`src/rtl/pol_pkg.sv`:
```
package pol_pkg;
  typedef enum logic [1:0] {
    MODE_LINE = 2'd0,
    MODE_DATA = 2'd1,
    MODE_FHI  = 2'd2,
    MODE_FLO  = 2'd3
  } pol_mode_e;

  typedef enum logic [1:0] {
    COL_GREEN  = 2'd0,
    COL_YELLOW = 2'd1,
    COL_RED    = 2'd2
  } pol_color_e;

  // level units: bytes in byte modes, tenths of a frame in frame modes
  localparam int FRAME_COST = 10;
  localparam int BYTE_SHIFT = 12;
  localparam int FHI_UNIT   = 328;
  localparam int FLO_UNIT   = 3;
endpackage

```
`src/rtl/pol_tick.sv`:
```
module pol_tick #(
  parameter int TICK_DIV = 1000,
  parameter int LO_SLOW  = 100
) (
  input  logic clk,
  input  logic rst,
  output logic tick,
  output logic slow_tick
);
  localparam int CW = (TICK_DIV > 1) ? $clog2(TICK_DIV) : 1;
  localparam int SW = (LO_SLOW > 1) ? $clog2(LO_SLOW) : 1;

  logic [CW-1:0] cnt;
  logic [SW-1:0] scnt;

  assign tick      = (cnt == CW'(TICK_DIV - 1));
  assign slow_tick = tick && (scnt == SW'(LO_SLOW - 1));

  always_ff @(posedge clk) begin
    if (rst) begin
      cnt  <= '0;
      scnt <= '0;
    end else if (tick) begin
      cnt  <= '0;
      scnt <= slow_tick ? '0 : scnt + 1'b1;
    end else begin
      cnt <= cnt + 1'b1;
    end
  end

  // ticks are spaced by the divider
  a_r8_tick_spacing: assert property (@(posedge clk) disable iff (rst)
    (TICK_DIV > 1 && tick) |=> !tick);
endmodule

```
`src/rtl/pol_bucket.sv`:
```
module pol_bucket #(
  parameter int STATE_W = 23,
  parameter int DRAIN_W = 17
) (
  input  logic               clk,
  input  logic               rst,
  input  logic               wr_en,
  input  logic [STATE_W-1:0] wr_data,
  input  logic               drain_en,
  input  logic [DRAIN_W-1:0] drain_amt,
  input  logic               charge_en,
  input  logic [STATE_W-1:0] charge_amt,
  output logic [STATE_W-1:0] level,
  output logic [DRAIN_W-1:0] excess
);
  localparam logic [STATE_W-1:0] MAXL = {{(STATE_W-1){1'b1}}, 1'b0};

  logic               locked;
  logic [STATE_W-1:0] dx, after;
  logic [STATE_W:0]   sum;
  logic [STATE_W-1:0] nxt;

  assign locked = &level;
  assign dx     = STATE_W'(drain_amt);

  always_comb begin
    if (drain_en) after = (dx >= level) ? '0 : level - dx;
    else          after = level;
    sum = {1'b0, after} + {1'b0, (charge_en ? charge_amt : '0)};
    nxt = (sum > {1'b0, MAXL}) ? MAXL : sum[STATE_W-1:0];
    if (drain_en && !locked && dx > level) excess = DRAIN_W'(dx - level);
    else                                   excess = '0;
  end

  always_ff @(posedge clk) begin
    if (rst)          level <= '0;
    else if (wr_en)   level <= wr_data;
    else if (!locked) level <= nxt;
  end

  // a locked bucket stays locked until written
  a_r11_lock_holds: assert property (@(posedge clk) disable iff (rst)
    (locked && !wr_en) |=> (&level));
  // charging never produces the lock value
  a_r11_no_self_lock: assert property (@(posedge clk) disable iff (rst)
    (!locked && !wr_en) |=> !(&level));
  // without charge or write, a level never rises
  a_r8_drain_monotone: assert property (@(posedge clk) disable iff (rst)
    (!wr_en && !charge_en) |=> (level <= $past(level)));
endmodule

```
`src/rtl/dlb_policer.sv`:
```
module dlb_policer
  import pol_pkg::*;
#(
  parameter int LEN_W    = 14,
  parameter int RATE_W   = 16,
  parameter int BURST_W  = 7,
  parameter int IPG_W    = 5,
  parameter int STATE_W  = 23,
  parameter int TICK_DIV = 1000,
  parameter int LO_SLOW  = 100
) (
  input  logic               clk,
  input  logic               rst,
  input  logic               cfg_we,
  input  logic [1:0]         cfg_mode,
  input  logic [RATE_W-1:0]  cfg_pir,
  input  logic [BURST_W-1:0] cfg_pbs,
  input  logic [RATE_W-1:0]  cfg_cir,
  input  logic [BURST_W-1:0] cfg_cbs,
  input  logic [IPG_W-1:0]   cfg_ipg,
  input  logic               cfg_cir_en,
  input  logic               cfg_couple,
  input  logic               cfg_overshoot,
  input  logic               lvl_we_peak,
  input  logic               lvl_we_cmt,
  input  logic [STATE_W-1:0] lvl_wdata,
  input  logic               frm_valid,
  input  logic [LEN_W-1:0]   frm_len,
  output logic               dec_valid,
  output logic               dec_pass,
  output logic [1:0]         dec_color
);
  localparam int DRAIN_W = RATE_W + 1;

  pol_mode_e          mode_q;
  logic [RATE_W-1:0]  pir_q, cir_q;
  logic [BURST_W-1:0] pbs_q, cbs_q;
  logic [IPG_W-1:0]   ipg_q;
  logic               cir_en_q, couple_q, ovs_q;

  always_ff @(posedge clk) begin
    if (rst) begin
      mode_q   <= MODE_DATA;
      pir_q    <= '1;
      pbs_q    <= '0;
      cir_q    <= '0;
      cbs_q    <= '0;
      ipg_q    <= IPG_W'(20);
      cir_en_q <= 1'b0;
      couple_q <= 1'b0;
      ovs_q    <= 1'b1;
    end else if (cfg_we) begin
      mode_q   <= pol_mode_e'(cfg_mode);
      pir_q    <= cfg_pir;
      pbs_q    <= cfg_pbs;
      cir_q    <= cfg_cir;
      cbs_q    <= cfg_cbs;
      ipg_q    <= cfg_ipg;
      cir_en_q <= cfg_cir_en;
      couple_q <= cfg_couple;
      ovs_q    <= cfg_overshoot;
    end
  end

  function automatic logic [STATE_W-1:0] thr_of(input pol_mode_e m,
                                                input logic [BURST_W-1:0] b);
    case (m)
      MODE_LINE, MODE_DATA: return STATE_W'(b) << BYTE_SHIFT;
      MODE_FHI:             return STATE_W'(b) * STATE_W'(FHI_UNIT);
      default:              return STATE_W'(b) * STATE_W'(FLO_UNIT);
    endcase
  endfunction

  function automatic logic fits(input logic [STATE_W-1:0] lvl,
                                input logic [STATE_W-1:0] thr,
                                input logic [STATE_W-1:0] c,
                                input logic               ovs);
    logic [STATE_W:0] s;
    s = {1'b0, lvl} + {1'b0, c};
    if (&lvl)     return 1'b0;
    else if (ovs) return lvl <= thr;
    else          return s <= {1'b0, thr};
  endfunction

  logic tick, slow_tick, drain_en;

  pol_tick #(.TICK_DIV(TICK_DIV), .LO_SLOW(LO_SLOW)) u_tick (
    .clk(clk), .rst(rst), .tick(tick), .slow_tick(slow_tick)
  );

  assign drain_en = (mode_q == MODE_FLO) ? slow_tick : tick;

  logic [STATE_W-1:0] cost, p_lvl, c_lvl;
  logic               p_ok, c_ok, green, yellow;
  logic [DRAIN_W-1:0] c_excess, p_drain;

  always_comb begin
    case (mode_q)
      MODE_LINE: cost = STATE_W'(frm_len) + STATE_W'(ipg_q);
      MODE_DATA: cost = STATE_W'(frm_len);
      default:   cost = STATE_W'(FRAME_COST);
    endcase
    p_ok    = fits(p_lvl, thr_of(mode_q, pbs_q), cost, ovs_q);
    c_ok    = fits(c_lvl, thr_of(mode_q, cbs_q), cost, ovs_q);
    green   = p_ok && (!cir_en_q || c_ok);
    yellow  = p_ok && cir_en_q && !c_ok;
    p_drain = DRAIN_W'(pir_q) + ((couple_q && cir_en_q) ? c_excess : '0);
  end

  pol_bucket #(.STATE_W(STATE_W), .DRAIN_W(DRAIN_W)) u_cmt (
    .clk(clk), .rst(rst),
    .wr_en(lvl_we_cmt), .wr_data(lvl_wdata),
    .drain_en(drain_en), .drain_amt(DRAIN_W'(cir_q)),
    .charge_en(frm_valid && green && cir_en_q), .charge_amt(cost),
    .level(c_lvl), .excess(c_excess)
  );

  logic [DRAIN_W-1:0] p_excess_unused;

  pol_bucket #(.STATE_W(STATE_W), .DRAIN_W(DRAIN_W)) u_peak (
    .clk(clk), .rst(rst),
    .wr_en(lvl_we_peak), .wr_data(lvl_wdata),
    .drain_en(drain_en), .drain_amt(p_drain),
    .charge_en(frm_valid && p_ok), .charge_amt(cost),
    .level(p_lvl), .excess(p_excess_unused)
  );

  always_ff @(posedge clk) begin
    if (rst) begin
      dec_valid <= 1'b0;
      dec_pass  <= 1'b0;
      dec_color <= COL_RED;
    end else begin
      dec_valid <= frm_valid;
      dec_pass  <= frm_valid && p_ok;
      dec_color <= green ? COL_GREEN : (yellow ? COL_YELLOW : COL_RED);
    end
  end

  // one decision per frame, one cycle later
  a_r2_valid_follows: assert property (@(posedge clk) disable iff (rst)
    frm_valid |=> dec_valid);
  a_r2_no_spurious: assert property (@(posedge clk) disable iff (rst)
    !frm_valid |=> !dec_valid);
  // no yellow with the committed bucket off
  a_r6_no_yellow: assert property (@(posedge clk) disable iff (rst)
    (frm_valid && !cir_en_q) |=> (dec_color != COL_YELLOW));
  // legal colour code consistent with pass
  a_r6_color_code: assert property (@(posedge clk) disable iff (rst)
    dec_valid |-> (dec_color != 2'd3 && ((dec_color == COL_RED) == !dec_pass)));
  // a locked peak bucket refuses the frame
  a_r11_locked_peak_red: assert property (@(posedge clk) disable iff (rst)
    (frm_valid && (&p_lvl)) |=> !dec_pass);
endmodule

```
`config.mk`:
```
export PLATFORM = sky130hd
export DESIGN_NAME = dlb_policer
export DESIGN_NICKNAME = d
export VERILOG_FILES = /design/src/rtl/pol_pkg.sv /design/src/rtl/pol_tick.sv /design/src/rtl/pol_bucket.sv /design/src/rtl/dlb_policer.sv
export SDC_FILE = /design/constraint.sdc
export NUM_CORES = 1
export LEC_CHECK = 0
export BUFFER_PORTS_ARGS = -buffer_cell sky130_fd_sc_hd__buf_2
export CAP_MARGIN = 20
export CORE_MARGIN = 4
export CORE_UTILIZATION = 55
export CTS_CLUSTER_DIAMETER = 200
export DETAILED_ROUTE_END_ITERATION = 12
export HOLD_SLACK_MARGIN = 0.03
export PLACE_DENSITY = 0.73
export SLEW_MARGIN = 5
export SYNTH_ARGS = -nofsm -noshare
export SYNTH_HDL_FRONTEND = slang
export SYNTH_SLANG_ARGS = --single-unit
```
`constraint.sdc`:
```
create_clock -name clk -period 11.4 [get_ports clk]
set_input_delay 0.57 -clock clk [delete_from_list [all_inputs] [get_ports clk]]
set_output_delay 0.57 -clock clk [all_outputs]
set_load 0.02 [all_outputs]
```
Word-level counts from Yosys, hierarchy flattened
Index checks and enable logic that the tools add are counted.
W data, S select, Z words.

word-level totals
  register bits after elaboration = 123
  bits of input ports = 99
  output and inout port bits = 4
  logic and storage cells = 93

cells by class
  add/subtract/negate cells = 11
  multipliers = 4
  $lt $le $gt $ge = 9
  equal/unequal tests = 7
  multiplexer cells = 25
  reduce and logical (&&, ||, !) cells = 20

operator list
  operator                 count
  $mux W23                 10
  $pmux W19 S2             2
  $add A23 B23 Y24         3
  $gt A24 B23 Y1 const B   2
  $le A24 B23 Y1           2
  $reduce_and A23 Y1       2
  $mux W17                 2
  $mux W15                 2
  $pmux W15 S2             1
  $mul A7 B6 Y13 const B   2
  $add A23 B15 Y24         1
  $ge A16 B23 Y1           1
  $ge A17 B23 Y1           1
  $gt A16 B23 Y1           1
  $le A23 B19 Y1           1
  $le A23 B23 Y1           1
  $sub A23 B16 Y23         1
  $sub A23 B17 Y23         1
  $mul A7 B2 Y9 const B    2
  $add A16 B17 Y17         1
  $sub A16 B17 Y17         1
  $add A14 B5 Y15          1
  $add A10 B1 Y10 const B  1
  $eq A10 B10 Y1 const B   1
  other kinds (13)         33

Depth between registers and ports, before layout
  depth in word-level cells = 16
  gate-level depth with buffers = 49
  gate-level depth less buffers = 48

Modules after synthesis
A second synthesis with hierarchy kept.

second synthesis, totals
  cells, all modules = 2,441
  area, all modules = 18,636.6 um^2

modules (own cells, without submodules)
  module               times used  cells each  area an instance (um^2)  sequential area each (um^2)
  dlb_policer          1           1,029       8,590.7                  1,201.2
  pol_bucket (u_cmt)   1           694         4,805.9                  460.4
  pol_bucket (u_peak)  1           632         4,479.3                  460.4
  pol_tick             1           86          760.7                    340.3

Worst setup path after synthesis
OpenSTA, ideal clock, no wires.

  kind = input to register
  start point = in frm_len[0]
  end point = reg u_cmt.level[0]
  setup time = 0.120 ns
  arrival time = 9.640 ns
  data required time = 11.280 ns
  slack = 1.640 ns
  stages on the path = 48
  buffers on the path = 1
  cells stage by stage = ha_1 -> inv_1 -> fa_1 -> nor2b_1 -> o31a_1 -> nor2_1 -> nor2_1 -> nand2_1 -> xor2_1 -> nor2_1 -> ha_1 -> o21ai_0 -> nand2b_1 -> a21oi_1 -> a21oi_1 -> maj3_1 -> maj3_1 -> a21o_1 -> [... 12 more ...] -> o311ai_1 -> a31oi_4 -> buf_4 -> and3_1 -> ha_1 -> inv_1 -> fa_1 -> nor2b_1 -> o21a_1 -> o21a_1 -> o31a_1 -> a21o_1 -> xnor2_1 -> or4_1 -> or4b_1 -> or4_1 -> or4_1 -> o31a_1

between the ends
  longest elaborated chain between the ends = 16
  elaborated cells between the ends (all ways) = 20
  classes of those cells = 4 x add/sub; 3 x order compare; 9 x mux; 4 x reduce/logical

RTL lines
  element                            RTL line            RTL
  from (decl)                        dlb_policer.sv:28   input logic [LEN_W-1:0] frm_len,
  $add A14 B5 Y15                    dlb_policer.sv:99   MODE_LINE: cost = STATE_W'(frm_len) + STATE_W'(ipg_q);
  $pmux W15 S2 *                     dlb_policer.sv:98   case (mode_q)
  $add A23 B15 Y24                   dlb_policer.sv:79   s = {1'b0, lvl} + {1'b0, c};
  $le A24 B23 Y1                     dlb_policer.sv:82   else return s <= {1'b0, thr};
  $mux W1                            dlb_policer.sv:81   else if (ovs) return lvl <= thr;
  $mux W1                            dlb_policer.sv:80   if (&lvl) return 1'b0;
  $logic_or A1 B1 Y1                 dlb_policer.sv:105  green = p_ok && (!cir_en_q || c_ok);
  $logic_and A1 B1 Y1                dlb_policer.sv:105
  $logic_and A1 B1 Y1 (2 in series)  dlb_policer.sv:114  .charge_en(frm_valid && green && cir_en_q), .charge_amt(cost),
  $mux W15 *                         pol_bucket.sv:29    sum = {1'b0, after} + {1'b0, (charge_en ? charge_amt : '0)};
  $add A23 B23 Y24 *                 pol_bucket.sv:29
  $gt A24 B23 Y1                     pol_bucket.sv:30    nxt = (sum > {1'b0, MAXL}) ? MAXL : sum[STATE_W-1:0];
  $mux W23 *                         pol_bucket.sv:30
  $mux W23 *                         pol_bucket.sv:38    else if (!locked) level <= nxt;
  $mux W23 *                         pol_bucket.sv:37    else if (wr_en) level <= wr_data;
  to (signal assigned)               pol_bucket.sv:37
  to (signal assigned)               pol_bucket.sv:38
  to (decl)                          pol_bucket.sv:13    output logic [STATE_W-1:0] level,

Mark *: on every way between the ends. The rest lies on a longest branch, timed or not. The select of a mux whose other input is x is not followed.
A chain may end at the register's enable or synchronous reset.

Worst setup path after layout
  start point = reg ipg_q[0]
  end point = reg u_cmt.level[0]

between the ends
  longest elaborated chain between the ends = 16
  elaborated cells between the ends (all ways) = 20
  classes of those cells = 4 x add/sub; 3 x order compare; 9 x mux; 4 x reduce/logical

RTL lines
  element                            RTL line            RTL
  from (decl)                        dlb_policer.sv:38   logic [IPG_W-1:0] ipg_q;
  from (signal assigned)             dlb_policer.sv:58   ipg_q <= cfg_ipg;
  $add A14 B5 Y15 *                  dlb_policer.sv:99
  $pmux W15 S2 *                     dlb_policer.sv:98
  $add A23 B15 Y24                   dlb_policer.sv:79
  $le A24 B23 Y1                     dlb_policer.sv:82
  $mux W1                            dlb_policer.sv:81
  $mux W1                            dlb_policer.sv:80
  $logic_or A1 B1 Y1                 dlb_policer.sv:105
  $logic_and A1 B1 Y1                dlb_policer.sv:105
  $logic_and A1 B1 Y1 (2 in series)  dlb_policer.sv:114
  $mux W15 *                         pol_bucket.sv:29
  $add A23 B23 Y24 *                 pol_bucket.sv:29
  $gt A24 B23 Y1                     pol_bucket.sv:30
  $mux W23 *                         pol_bucket.sv:30
  $mux W23 *                         pol_bucket.sv:38
  $mux W23 *                         pol_bucket.sv:37

Marks and branches as above.

==> reports/metrics.yaml <==
status: "completed"
worst_pin_slew_ps: 1010
place_area_um2: 17300
hold_viol: 0
n_fill_cell: 2699
yosysMostFrequentCell: "ha_1"
synth_cells: 2085
boundaryPins: 103
vias: 16000
irDropWorstVdd_uv: 101
synth_area_leaders: "ha_1, dfxtp_1, xnor2_1"
min_from: "cfg_mode[0]"
power_density_nw_per_um2: 103
layout-drive-gt1-share: 0.0979
netlist_area_um2: 16500
whs_ps: 353
critPathLaunchType: "flop"
ant_nets: 0
drt_iter0_drc: 1513
drc: 0
setup_viol: 0
slowest_stage: "or4_1"
gp_congestion: 1.00
hold_class: "input pin to flop"
power_mw: 1.84
critPathRequiredTime_ps: 11720
critPathLaunch: "ipg_q[0]"
cts_tree: "yes"
wl_met2_mm: 22.2
antenna_found_initial: 2
cts_hold_buf: 0
cts_setup_buffers: 0
htreeDepth: 4
max_freq_ghz: 0.0948
synth_cell_types: 88
wl_met3_mm: 4.91
areaGrowthSynthToFinish_pct: 8.75
viasPerCell: 6.30
gr-usage-all-layers: 0.312
clk-insertion-delay-late_ps: 440
r2r_start: "ipg_q[0]"
endpoint_kind: "flop"
highest_layer: "met5"
crit_path_max_incr_delay_ps: 550
async_flop_share: 0
start_util: 0.557
ys_top_cells_by_count: "ha_1, nand2_1, nor2_1, inv_1, a21oi_1"
fin_crit_sh: 0.926
fin_crit_ps: 10550
grt_pass1_vias: 15400
grt_pass1_wl_mm: 82.6
grt_setup_unrepaired: "no"
wl_mm: 52.8
ys.flop_type: "dfxtp_1"
cap_violations: 0
synth_area_per_cell_um2: 7.90
rows: 63
wl_met1_mm: 23.1
finalNetCount: 2528
cts-resized-gates: 0
synth-seq-cells: 123
setup-tns-final_ps: 0
cts-root-buf: "clkbuf_16"
die_area_um2: 32800
synth-seq-area-share: 0.149
path_common_cell: "nor2_1"
die_x_um: 181
port_buffers: 102
clk_path_buf_depth: 2
critPathMaxFanout: 16
finalClockSkew_ps: 15.7
cts_buffers: 17
yosys_warnings: 0
coreArea_um2: 29600
fin_area_um2: 17900
power.leakage_nw: 8.37
hpwl_mm: 42.2
max_slew_margin: 0.326
clkTransAtPathRegs_ps: 70
yosysTopAreaCell: "ha_1"
post_drt_wl_per_cell_um: 20.7
firstDrtPassIters: 6
crit_type: "flop to flop"
synth_edf_count: 0
syn_nets: 2471
arrival_ps: 10870
pre_cts_ws_ps: 626
grt_max_degree: 67
grt_overflow: 0
die_y_um: 181
synth_top_area_share: 0.207
setup_ws_ps: 847
drv_slew: 0
numClockSinks: 123
-- stage by stage --
step | instances | util
2_1_floorplan | 2085 | -
3_3_place_gp | 2513 | 0.585
3_5_place_dp | 2513 | 0.585
4_1_cts | 2545 | 0.606
5_1_grt | 2545 | 0.606
6_report | 2546 | 0.606
-- routing by layer --
metal / up-vias / GRT usage
met5: - / 0
met4: 2 / 0.137
met3: 120 / 0.0723
li1: 7752 / -
met2: 726 / 0.471
met1: 7433 / 0.427
-- power by group --
group	total, mW	leakage [nW]	switching (mW)	internal (mW)
logic	0.718	7.05	0.421	0.297
clock network	0.609	0.304	0.235	0.374
registers	0.510	1.02	0.0546	0.456
total	1.84	8.37	0.710	1.13
-- layout make-up --
class                   count  area, µm²  area share
clock buffers              19        443      0.0247
well taps                 390        488      0.0272
multi-input cells        1739      13100       0.734
clock inverters            13        189      0.0105
repair buffers            122        666      0.0372
diodes                      1       2.50    0.000140
flip-flops and latches    123       2460       0.137
inverters                 139        522      0.0291
-- logic make-up (layout without fill, tap and decap cells) --
family,Yosys count,count (layout),synth area share
fa+ha+maj,293,293,0.229
flops,123,123,0.149
buf+inv,223,293,0.0529
xor+xnor,174,174,0.0925
mux,67,67,0.0413
simple gates,662,662,0.199
compound gates,543,543,0.236
other cells,0,1,0
-- critical path, delay by kind of cell (launching register included) --
family                     cells  cell delay [ps]
adders and majority gates      8             2510
and+or+nand+nor               18             4020
buffers and inverters          2              120
DFF                            1              340
xor gates and xnor gates       3              390
AOI/OAI and AO/OA             17             3030
-- path summary, 6_finish.rpt --
check	cells after the start	slack, ps	end
max	48	850	u_cmt.level[0]
min	3	350	mode_q[0]
max reg2reg	48	850	u_cmt.level[0]
min reg2reg	1	460	u_tick.cnt[0]
-- sequential cells by signal (all words and copies together) (netlist names) --
register,flops
pbs_q,7
ipg_q,5
mode_q,2
ovs_q,1
cbs_q,7
cir_q,16
u_peak.level,23
dec_pass,1
dec_valid,1
u_tick.cnt,10
pir_q,16
u_tick.scnt,7
cir_en_q,1
dec_color,2
u_cmt.level,23
couple_q,1
-- cells in the final DEF (no fill, tap or decap), types with 30 or more instances in the layout --
cell type	Yosys	routed
a21o_1	66	66
a21oi_1	125	125
and3_1	37	37
buf_2	6	100
dfxtp_1	123	123
ha_1	272	272
inv_1	139	139
mux2i_1	59	59
nand2_1	172	172
nand2b_1	31	31
nand3_1	54	54
nand4_1	30	30
nor2_1	164	164
nor2b_1	35	35
nor3_1	44	44
o21a_1	31	31
o21ai_0	76	76
xnor2_1	109	109
xor2_1	65	65
Power figures use the tool's default switching activity.
